$ cat config.mk
export PLATFORM = sky130hd
export DESIGN_NAME = fe_phase_seq
export DESIGN_NICKNAME = d
export VERILOG_FILES = /design/src/rtl/fps_pkg.sv /design/src/rtl/fps_cfg_latch.sv /design/src/rtl/fps_timer.sv /design/src/rtl/fps_phase_gen.sv /design/src/rtl/fe_phase_seq.sv
export SDC_FILE = /design/constraint.sdc
export NUM_CORES = 1
export LEC_CHECK = 0
export ABC_AREA = 1
export CELL_PAD_IN_SITES_DETAIL_PLACEMENT = 0
export CELL_PAD_IN_SITES_GLOBAL_PLACEMENT = 1
export CORE_AREA = 5 5 170 131
export DETAILED_ROUTE_END_ITERATION = 16
export DIE_AREA = 0 0 175 136
export DONT_BUFFER_PORTS = 1
export HOLD_SLACK_MARGIN = 0.08
export PLACE_DENSITY = 0.85
export SLEW_MARGIN = 20
export SYNTH_ARGS = -nofsm -noshare
export SYNTH_HDL_FRONTEND = slang
export SYNTH_SLANG_ARGS = --single-unit
$ cat constraint.sdc
create_clock -name clk -period 11.6 [get_ports clk]
set_input_delay 0.58 -clock clk [delete_from_list [all_inputs] [get_ports clk]]
set_output_delay 0.58 -clock clk [all_outputs]
set_load 0.1 [all_outputs]
$ cat src/rtl/fps_pkg.sv
package fps_pkg;
  localparam int unsigned SEQ_CW = 16;
  typedef logic [SEQ_CW-1:0] tick_t;

  // Offsets from cycle start, all in system clocks
  typedef struct packed {
    tick_t rst_end;
    tick_t clp_on;
    tick_t clp_off;
    tick_t smp_on;
    tick_t smp_off;
    tick_t per;
  } sched_t;
endpackage

$ cat src/rtl/fps_cfg_latch.sv
module fps_cfg_latch
  import fps_pkg::*;
#(
  parameter int PW         = 8,
  parameter int DEF_PERIOD = 100
) (
  input  logic            clk,
  input  logic            rst,
  input  logic            load,
  input  tick_t           period,
  input  logic [PW-1:0]   rst_len,
  input  logic [PW-1:0]   overlap,
  input  logic [PW-1:0]   clamp_len,
  input  logic [PW-1:0]   gap,
  input  logic [PW-1:0]   smp_len,
  output sched_t          sched_q
);
  tick_t r_w, c_w, o_max, o_w, g_w, s_w, per_req;
  sched_t nxt;

  always_comb begin
    r_w   = (tick_t'(rst_len) < tick_t'(2)) ? tick_t'(2) : tick_t'(rst_len);
    c_w   = (tick_t'(clamp_len) < tick_t'(2)) ? tick_t'(2) : tick_t'(clamp_len);
    o_max = ((r_w < c_w) ? r_w : c_w) - tick_t'(1);
    if (overlap == '0)
      o_w = tick_t'(1);
    else if (tick_t'(overlap) > o_max)
      o_w = o_max;
    else
      o_w = tick_t'(overlap);
    g_w = (gap == '0) ? tick_t'(1) : tick_t'(gap);
    s_w = (smp_len == '0) ? tick_t'(1) : tick_t'(smp_len);
    per_req = (period == '0) ? tick_t'(DEF_PERIOD) : period;

    nxt.rst_end = r_w;
    nxt.clp_on  = r_w - o_w;
    nxt.clp_off = nxt.clp_on + c_w;
    nxt.smp_on  = nxt.clp_off + g_w;
    nxt.smp_off = nxt.smp_on + s_w;
    nxt.per     = (per_req > nxt.smp_off) ? per_req : nxt.smp_off + tick_t'(1);
  end

  always_ff @(posedge clk) begin
    if (rst) begin
      sched_q <= '0;
    end else if (load) begin
      sched_q <= nxt;
    end
  end

  // schedule only moves at a cycle start
  a_r8_sched_hold: assert property (@(posedge clk) disable iff (rst)
    !load |=> $stable(sched_q));
  // captured period always leaves room for hit_valid
  a_r6_per_fits: assert property (@(posedge clk) disable iff (rst)
    load |=> (sched_q.per > sched_q.smp_off));
endmodule

$ cat src/rtl/fps_timer.sv
module fps_timer
  import fps_pkg::*;
(
  input  logic  clk,
  input  logic  rst,
  input  logic  en,
  input  logic  single,
  input  logic  trig,
  input  tick_t per,
  output logic  run_q,
  output tick_t cnt_q,
  output logic  load
);
  logic last, start_idle, go_on;

  always_comb begin
    last       = run_q && (cnt_q == per - tick_t'(1));
    start_idle = !run_q && en && (single ? trig : 1'b1);
    go_on      = last && en && !single;
    load       = start_idle || go_on;
  end

  always_ff @(posedge clk) begin
    if (rst) begin
      run_q <= 1'b0;
      cnt_q <= '0;
    end else if (!run_q) begin
      cnt_q <= '0;
      if (start_idle) run_q <= 1'b1;
    end else if (last) begin
      cnt_q <= '0;
      if (!go_on) run_q <= 1'b0;
    end else begin
      cnt_q <= cnt_q + tick_t'(1);
    end
  end

  // counter stays inside the captured period
  a_r6_cnt_range: assert property (@(posedge clk) disable iff (rst)
    run_q |-> (cnt_q < per));
  // no cycle follows a boundary with enable low
  a_r9_stop: assert property (@(posedge clk) disable iff (rst)
    (last && !en) |=> !run_q);
  // single-shot never chains cycles
  a_r10_one_shot: assert property (@(posedge clk) disable iff (rst)
    (last && single) |=> !run_q);
endmodule

$ cat src/rtl/fps_phase_gen.sv
module fps_phase_gen
  import fps_pkg::*;
(
  input  logic   clk,
  input  logic   rst,
  input  logic   run,
  input  tick_t  cnt,
  input  sched_t sch,
  output logic   amp_rst_q,
  output logic   clamp_q,
  output logic   sample_q,
  output logic   hv_q
);
  logic rst_d, clp_d, smp_d, hv_d;

  always_comb begin
    rst_d = run && (cnt < sch.rst_end);
    clp_d = run && (cnt >= sch.clp_on) && (cnt < sch.clp_off);
    smp_d = run && (cnt >= sch.smp_on) && (cnt < sch.smp_off);
    hv_d  = run && (cnt == sch.smp_off);
  end

  always_ff @(posedge clk) begin
    if (rst) begin
      amp_rst_q <= 1'b0;
      clamp_q   <= 1'b0;
      sample_q  <= 1'b0;
      hv_q      <= 1'b0;
    end else begin
      amp_rst_q <= rst_d;
      clamp_q   <= clp_d;
      sample_q  <= smp_d;
      hv_q      <= hv_d;
    end
  end

  a_r4_sample_excl: assert property (@(posedge clk) disable iff (rst)
    sample_q |-> (!amp_rst_q && !clamp_q));
  a_r3_clamp_overlaps: assert property (@(posedge clk) disable iff (rst)
    $rose(clamp_q) |-> amp_rst_q);
  a_r2_start_clean: assert property (@(posedge clk) disable iff (rst)
    $rose(amp_rst_q) |-> (!clamp_q && !sample_q));
  a_r5_hv_after_sample: assert property (@(posedge clk) disable iff (rst)
    hv_q |-> ($past(sample_q) && !sample_q));
  a_r5_hv_single: assert property (@(posedge clk) disable iff (rst)
    hv_q |=> !hv_q);
endmodule

$ cat src/rtl/fe_phase_seq.sv
module fe_phase_seq
  import fps_pkg::*;
#(
  parameter int PW         = 8,
  parameter int CW         = fps_pkg::SEQ_CW,
  parameter int DEF_PERIOD = 100
) (
  input  logic          clk,
  input  logic          rst,
  input  logic          en,
  input  logic          single,
  input  logic          trig,
  input  logic [CW-1:0] cfg_period,
  input  logic [PW-1:0] cfg_rst_len,
  input  logic [PW-1:0] cfg_overlap,
  input  logic [PW-1:0] cfg_clamp_len,
  input  logic [PW-1:0] cfg_gap,
  input  logic [PW-1:0] cfg_smp_len,
  output logic          amp_rst,
  output logic          clamp,
  output logic          sample,
  output logic          hit_valid
);
  sched_t sched;
  tick_t  cnt;
  logic   run, load;

  fps_cfg_latch #(.PW(PW), .DEF_PERIOD(DEF_PERIOD)) u_cfg (
    .clk(clk), .rst(rst), .load(load),
    .period(tick_t'(cfg_period)), .rst_len(cfg_rst_len), .overlap(cfg_overlap),
    .clamp_len(cfg_clamp_len), .gap(cfg_gap), .smp_len(cfg_smp_len),
    .sched_q(sched)
  );

  fps_timer u_tmr (
    .clk(clk), .rst(rst), .en(en), .single(single), .trig(trig),
    .per(sched.per), .run_q(run), .cnt_q(cnt), .load(load)
  );

  fps_phase_gen u_gen (
    .clk(clk), .rst(rst), .run(run), .cnt(cnt), .sch(sched),
    .amp_rst_q(amp_rst), .clamp_q(clamp), .sample_q(sample), .hv_q(hit_valid)
  );

  // idle sequencer drives nothing
  a_r1_idle_low: assert property (@(posedge clk) disable iff (rst)
    !run |=> !(amp_rst || clamp || sample));
endmodule

Yosys cells after proc, flatten, opt, wreduce, memory -nomap -nowiden
Cells that the tools add are included.
{"block": "op_classes", "eq_ne": 2, "reduce_logical": 19, "addsub": 8, "n_bitwise": 1, "order_cmp": 10, "n_mux": 14}
{"op": "16-bit 2-to-1 mux", "n": 5}
{"op": "16-bit < comparator", "n": 4}
{"op": "16-bit adder", "n": 3}
{"op": "16-bit by 1-bit adder with 16-bit output (second input constant)", "n": 2}
{"op": "16-bit == test", "n": 2}
{"op": "16-bit >= comparator", "n": 2}
{"op": "8-bit 2-to-1 mux", "n": 4}
{"op": "16-bit by 1-bit subtractor with 16-bit output (second input constant)", "n": 2}
{"op": "8-bit zero test", "n": 3}
{"op": "16-bit > comparator", "n": 1}
{"op": "8-bit by 16-bit > comparator with 1-bit output", "n": 1}
{"op": "16-bit zero test", "n": 1}
{"op": "8-bit by 2-bit < comparator with 1-bit output (second input constant)", "n": 2}
{"op": "16-bit subtractor", "n": 1}
{"op": "1-bit logical AND", "n": 11}
{"op": "1-bit 2-to-1 mux", "n": 5}
{"op": "3-bit OR reduction", "n": 1}
{"op": "1-bit zero test", "n": 2}
{"op": "1-bit logical OR", "n": 1}
{"op": "1-bit NOT", "n": 1}
{"block": "word_totals", "in_bits": 61, "reg_bits": 117, "output_inout_bits": 4, "wordCells": 66}

Logic depth before layout (Yosys ltp)
{"block": "logic_depth", "ltp_word": 14, "mapped_depth": 73}

Modules after synthesis
Synthesis repeated with hierarchy kept, for this count alone.
{"block": "unflattened", "hier_cells": 1531, "area_unflattened_um2": 10410.0}
{"mod": "fps_cfg_latch", "instances": 1, "seq_area_each_um2": 1761.7, "cells_each": 963, "area_per_inst_um2": 6809.0}
{"mod": "fps_phase_gen", "instances": 1, "seq_area_each_um2": 80.1, "cells_each": 331, "area_per_inst_um2": 2127.0}
{"mod": "fps_timer", "instances": 1, "seq_area_each_um2": 340.3, "cells_each": 237, "area_per_inst_um2": 1473.9}

Worst setup path after synthesis
No wires, ideal clock.
{"block": "synth_path", "path_kind": "input-to-reg", "from": "in cfg_rst_len[4]", "to": "reg u_cfg.sched_q[7] (netlist name)", "slack_ns": 2.362, "path_buffers": 4, "stages": 64, "arrival_ns": 9.121, "t_required_ns": 11.483, "path_cell_list": "inv_1 nand4_1 o21ai_0 ha_1 o21ai_0 nand2_1 nand3_1 nand2_1 nand4_1 nand2_1 clkbuf_1 o21ai_0 nand3_1 nor2_1 nand3_1 inv_1 ha_1 ha_1 [28 not listed] a21oi_1 o21ai_0 a21oi_1 nor2_4 inv_2 nor2_2 nand3_2 nand2_2 ha_1 nand3_2 nor2_2 nand3_1 nand3_2 buf_6 buf_6 a21oi_2 nor2_1 nor2_1"}
{"item": "from (decl)", "line": "fe_phase_seq.sv:14", "source": "input logic [PW-1:0] cfg_rst_len,"}
{"item": "to (signal assigned)", "line": "fps_cfg_latch.sv:47", "source": "sched_q <= nxt;"}
{"item": "to (decl)", "line": "fps_cfg_latch.sv:16", "source": "output sched_t sched_q"}

==> metrics.yaml <==
clock_network:
  cts_setup_buffers: 0
  clkSlewWorstSetupHoldPaths_ps: 70
  cts-buffers-inserted: 9
  ctsHoldBuffers: 0
  cts_buffer_depth: 2
  tritoncts: "built"
  cts_resized: 0
  clkSinkCount: 109
  clk_latency_ps: 360
  root_buffer: "clkbuf_16"
  htreeDepth: 3
cells_and_area:
  fin_nets: 1550
  most-common-layout-cells: "224 x nand2_1, 223 x inv_1, 133 x ha_1"
  diodes: 0
  area_growth_pct: 3.91
  drive_gt1_share_pct: 6.56
  final_common_cell: "nand2_1"
drt:
  detailedRoute.firstPassIterationCount: 5
  wl_per_cell_um: 15.8
  vias_per_cell: 5.31
  route.vias.total: 8601
  wl_um: 25600
  detail-route-antenna-nets: 0
  drt-initial-drc-count: 603
  route.detailed.drc: 0
yosys:
  ys_types: 49
  synth_top_area_cell: "dfxtp_1"
  yosysWarnings: 0
  synthCells: 1403
  syn_area_sq_um: 9580
  yosysTopAreaCellShare_pct: 22.8
  yosys-top-cells-area: "dfxtp_1 23%, ha_1 17%, nand2_1 8.8%"
  synth_edf_count: 0
  synth_nets: 1601
  syn_area_per_cell_sq_um: 6.83
  synth_seq_area_share_pct: 22.8
  synth_flop_cell: "dfxtp_1"
  ys_ff_latch: 109
  async_flop_share_pct: 0
placement:
  gp_congestion: 0.887
  io_buffers: 0
  place_hpwl_um: 20100
critical_path:
  cp-start-kind: "input port"
  crit_path_top_delay_cell: "ha_1"
  path_class: "input port to flip-flop"
  critPathBufInv: 11
  arrival_ps: 10540
  max_stage_delay_ps: 380
  path_delay_family: "simple AND/OR/NAND/NOR gates"
  critPathMostFrequentCell: "nand2_1"
  endpoint_kind: "flip-flop"
  required_ps: 11850
  critical_path.max_fanout: 16
outcome:
  outcome: "finished, final reports clean"
global_routing:
  grt_pass1_vias: 7929
  grt_pass1_wl_um: 41800
  grt_overflow: 0
  grt_usage_pct: 21.7
  antenna_found_initial: 0
  grt_max_degree: 87
flow_run:
  timing.max_cap.violations: 0
sta:
  fmax_mhz: 97.2
  skew_ps: 8.21
  setup_viol: 0
  hold_viol: 0
  rsz0062_at_grt: "false"
  slew_headroom_pct: 36.8
  tns_ps: 0
  period_minus_slack_ps: 10290
  worstMarginPinSlew_ps: 946
  post-route-period-util_pct: 88.7
  slew_violations: 0
die:
  rows: 46
  io_pins: 65
  fp.dieH_um: 136
  initial_utilization_pct: 46.5
  design.core.area_sq_um: 20600
  die_w_um: 175
  dieArea_sq_um: 23800
worst_hold_path:
  hold_class: "input port to flip-flop"
final cells by class:
type,instances,area (sq um)
clock buffer,9,225
clock inverter,6,62.6
fill,2122,10700
inverter,229,860
multi-input combinational,995,6230
sequential,109,2180
tap,264,330
timing repair buffer,8,60.1
registers in the layout (all words and copies together) (netlist names):
signal and count:
u_gen.amp_rst_q 1, u_tmr.cnt_q 16, u_gen.sample_q 1, u_tmr.run_q 1
u_gen.clamp_q 1, u_cfg.sched_q 88, u_gen.hv_q 1
stage by stage:
| step | instances | area (sq um) | setup WS [ps] | utilization, % | hold WS, ps |
|---|---|---|---|---|---|
| 2_1_floorplan | 1403 | 9580 | 2360 | - | 435 |
| 3_3_place_gp | 1605 | 9660 | 1160 | 46.9 | 443 |
| 3_5_place_dp | 1605 | 9660 | 1070 | 46.9 | 450 |
| 4_1_cts | 1620 | 9950 | 1420 | 48.3 | 271 |
| 5_1_grt | 1620 | 9950 | 203 | 48.3 | 262 |
| 6_report | 1620 | 9950 | 1310 | 48.3 | 288 |
synthesized netlist by cell type, types with 2 or more instances:
| cell type | n |
|---|---|
| a31o_2 | 2 |
| nand2_2 | 20 |
| nand2_4 | 3 |
| a31oi_1 | 5 |
| buf_6 | 4 |
| nor3b_1 | 7 |
| inv_2 | 6 |
| a211oi_1 | 12 |
| and3_1 | 2 |
| nor4_1 | 11 |
| xnor2_1 | 14 |
| a21o_1 | 4 |
| nor2_1 | 115 |
| dfxtp_1 | 109 |
| nor2_2 | 6 |
| nor2_4 | 2 |
| o21a_1 | 8 |
| clkbuf_1 | 57 |
| nand4_1 | 16 |
| buf_2 | 9 |
| o21ai_1 | 2 |
| nand3_2 | 6 |
| inv_1 | 223 |
| nand3_1 | 67 |
| xor2_1 | 41 |
| a21boi_0 | 4 |
| a21oi_1 | 125 |
| o211a_1 | 2 |
| nor3_1 | 18 |
| a21oi_2 | 12 |
| o31ai_1 | 2 |
| o2111ai_1 | 2 |
| o211ai_1 | 13 |
| nand2_1 | 224 |
| o21ai_0 | 91 |
| fa_1 | 4 |
| or2_2 | 6 |
| ha_1 | 133 |
| a2111oi_0 | 3 |
| nand3b_1 | 2 |
| o21bai_1 | 3 |
kinds of logic (layout without fill, tap and decap cells):
group,Yosys count,in the layout,synth area share [%]
simple gates,507,507,23.8
compound gates,295,295,17.8
xor+xnor,56,56,5.20
fa+ha+maj,137,137,18.2
flops,109,109,22.8
buf+inv,299,252,12.1
worst paths after layout:
kind / slack, ps / cells after the start / to / startpoint
max: 1310 / 69 / u_cfg.sched_q[5] / cfg_clamp_len[5]
min: 290 / 1 / u_cfg.sched_q[61] / rst
max reg2reg: 7950 / 18 / u_cfg.sched_q[75] / u_cfg.sched_q[0]
min reg2reg: 460 / 2 / u_cfg.sched_q[61] / u_cfg.sched_q[61]
layer usage:
metal | up-vias | wire, um | global-route usage, %
met4 | 0 | 129 | 2.27
met3 | 9 | 1700 | 3.95
met1 | 3904 | 13700 | 34.2
met5 | - | 0 | 0
li1 | 4481 | - | -
met2 | 207 | 10100 | 31.4
Power is left out: the tool's default activity adds up to more than one toggle a clock period on the data nets, which glitch-free logic cannot reach.
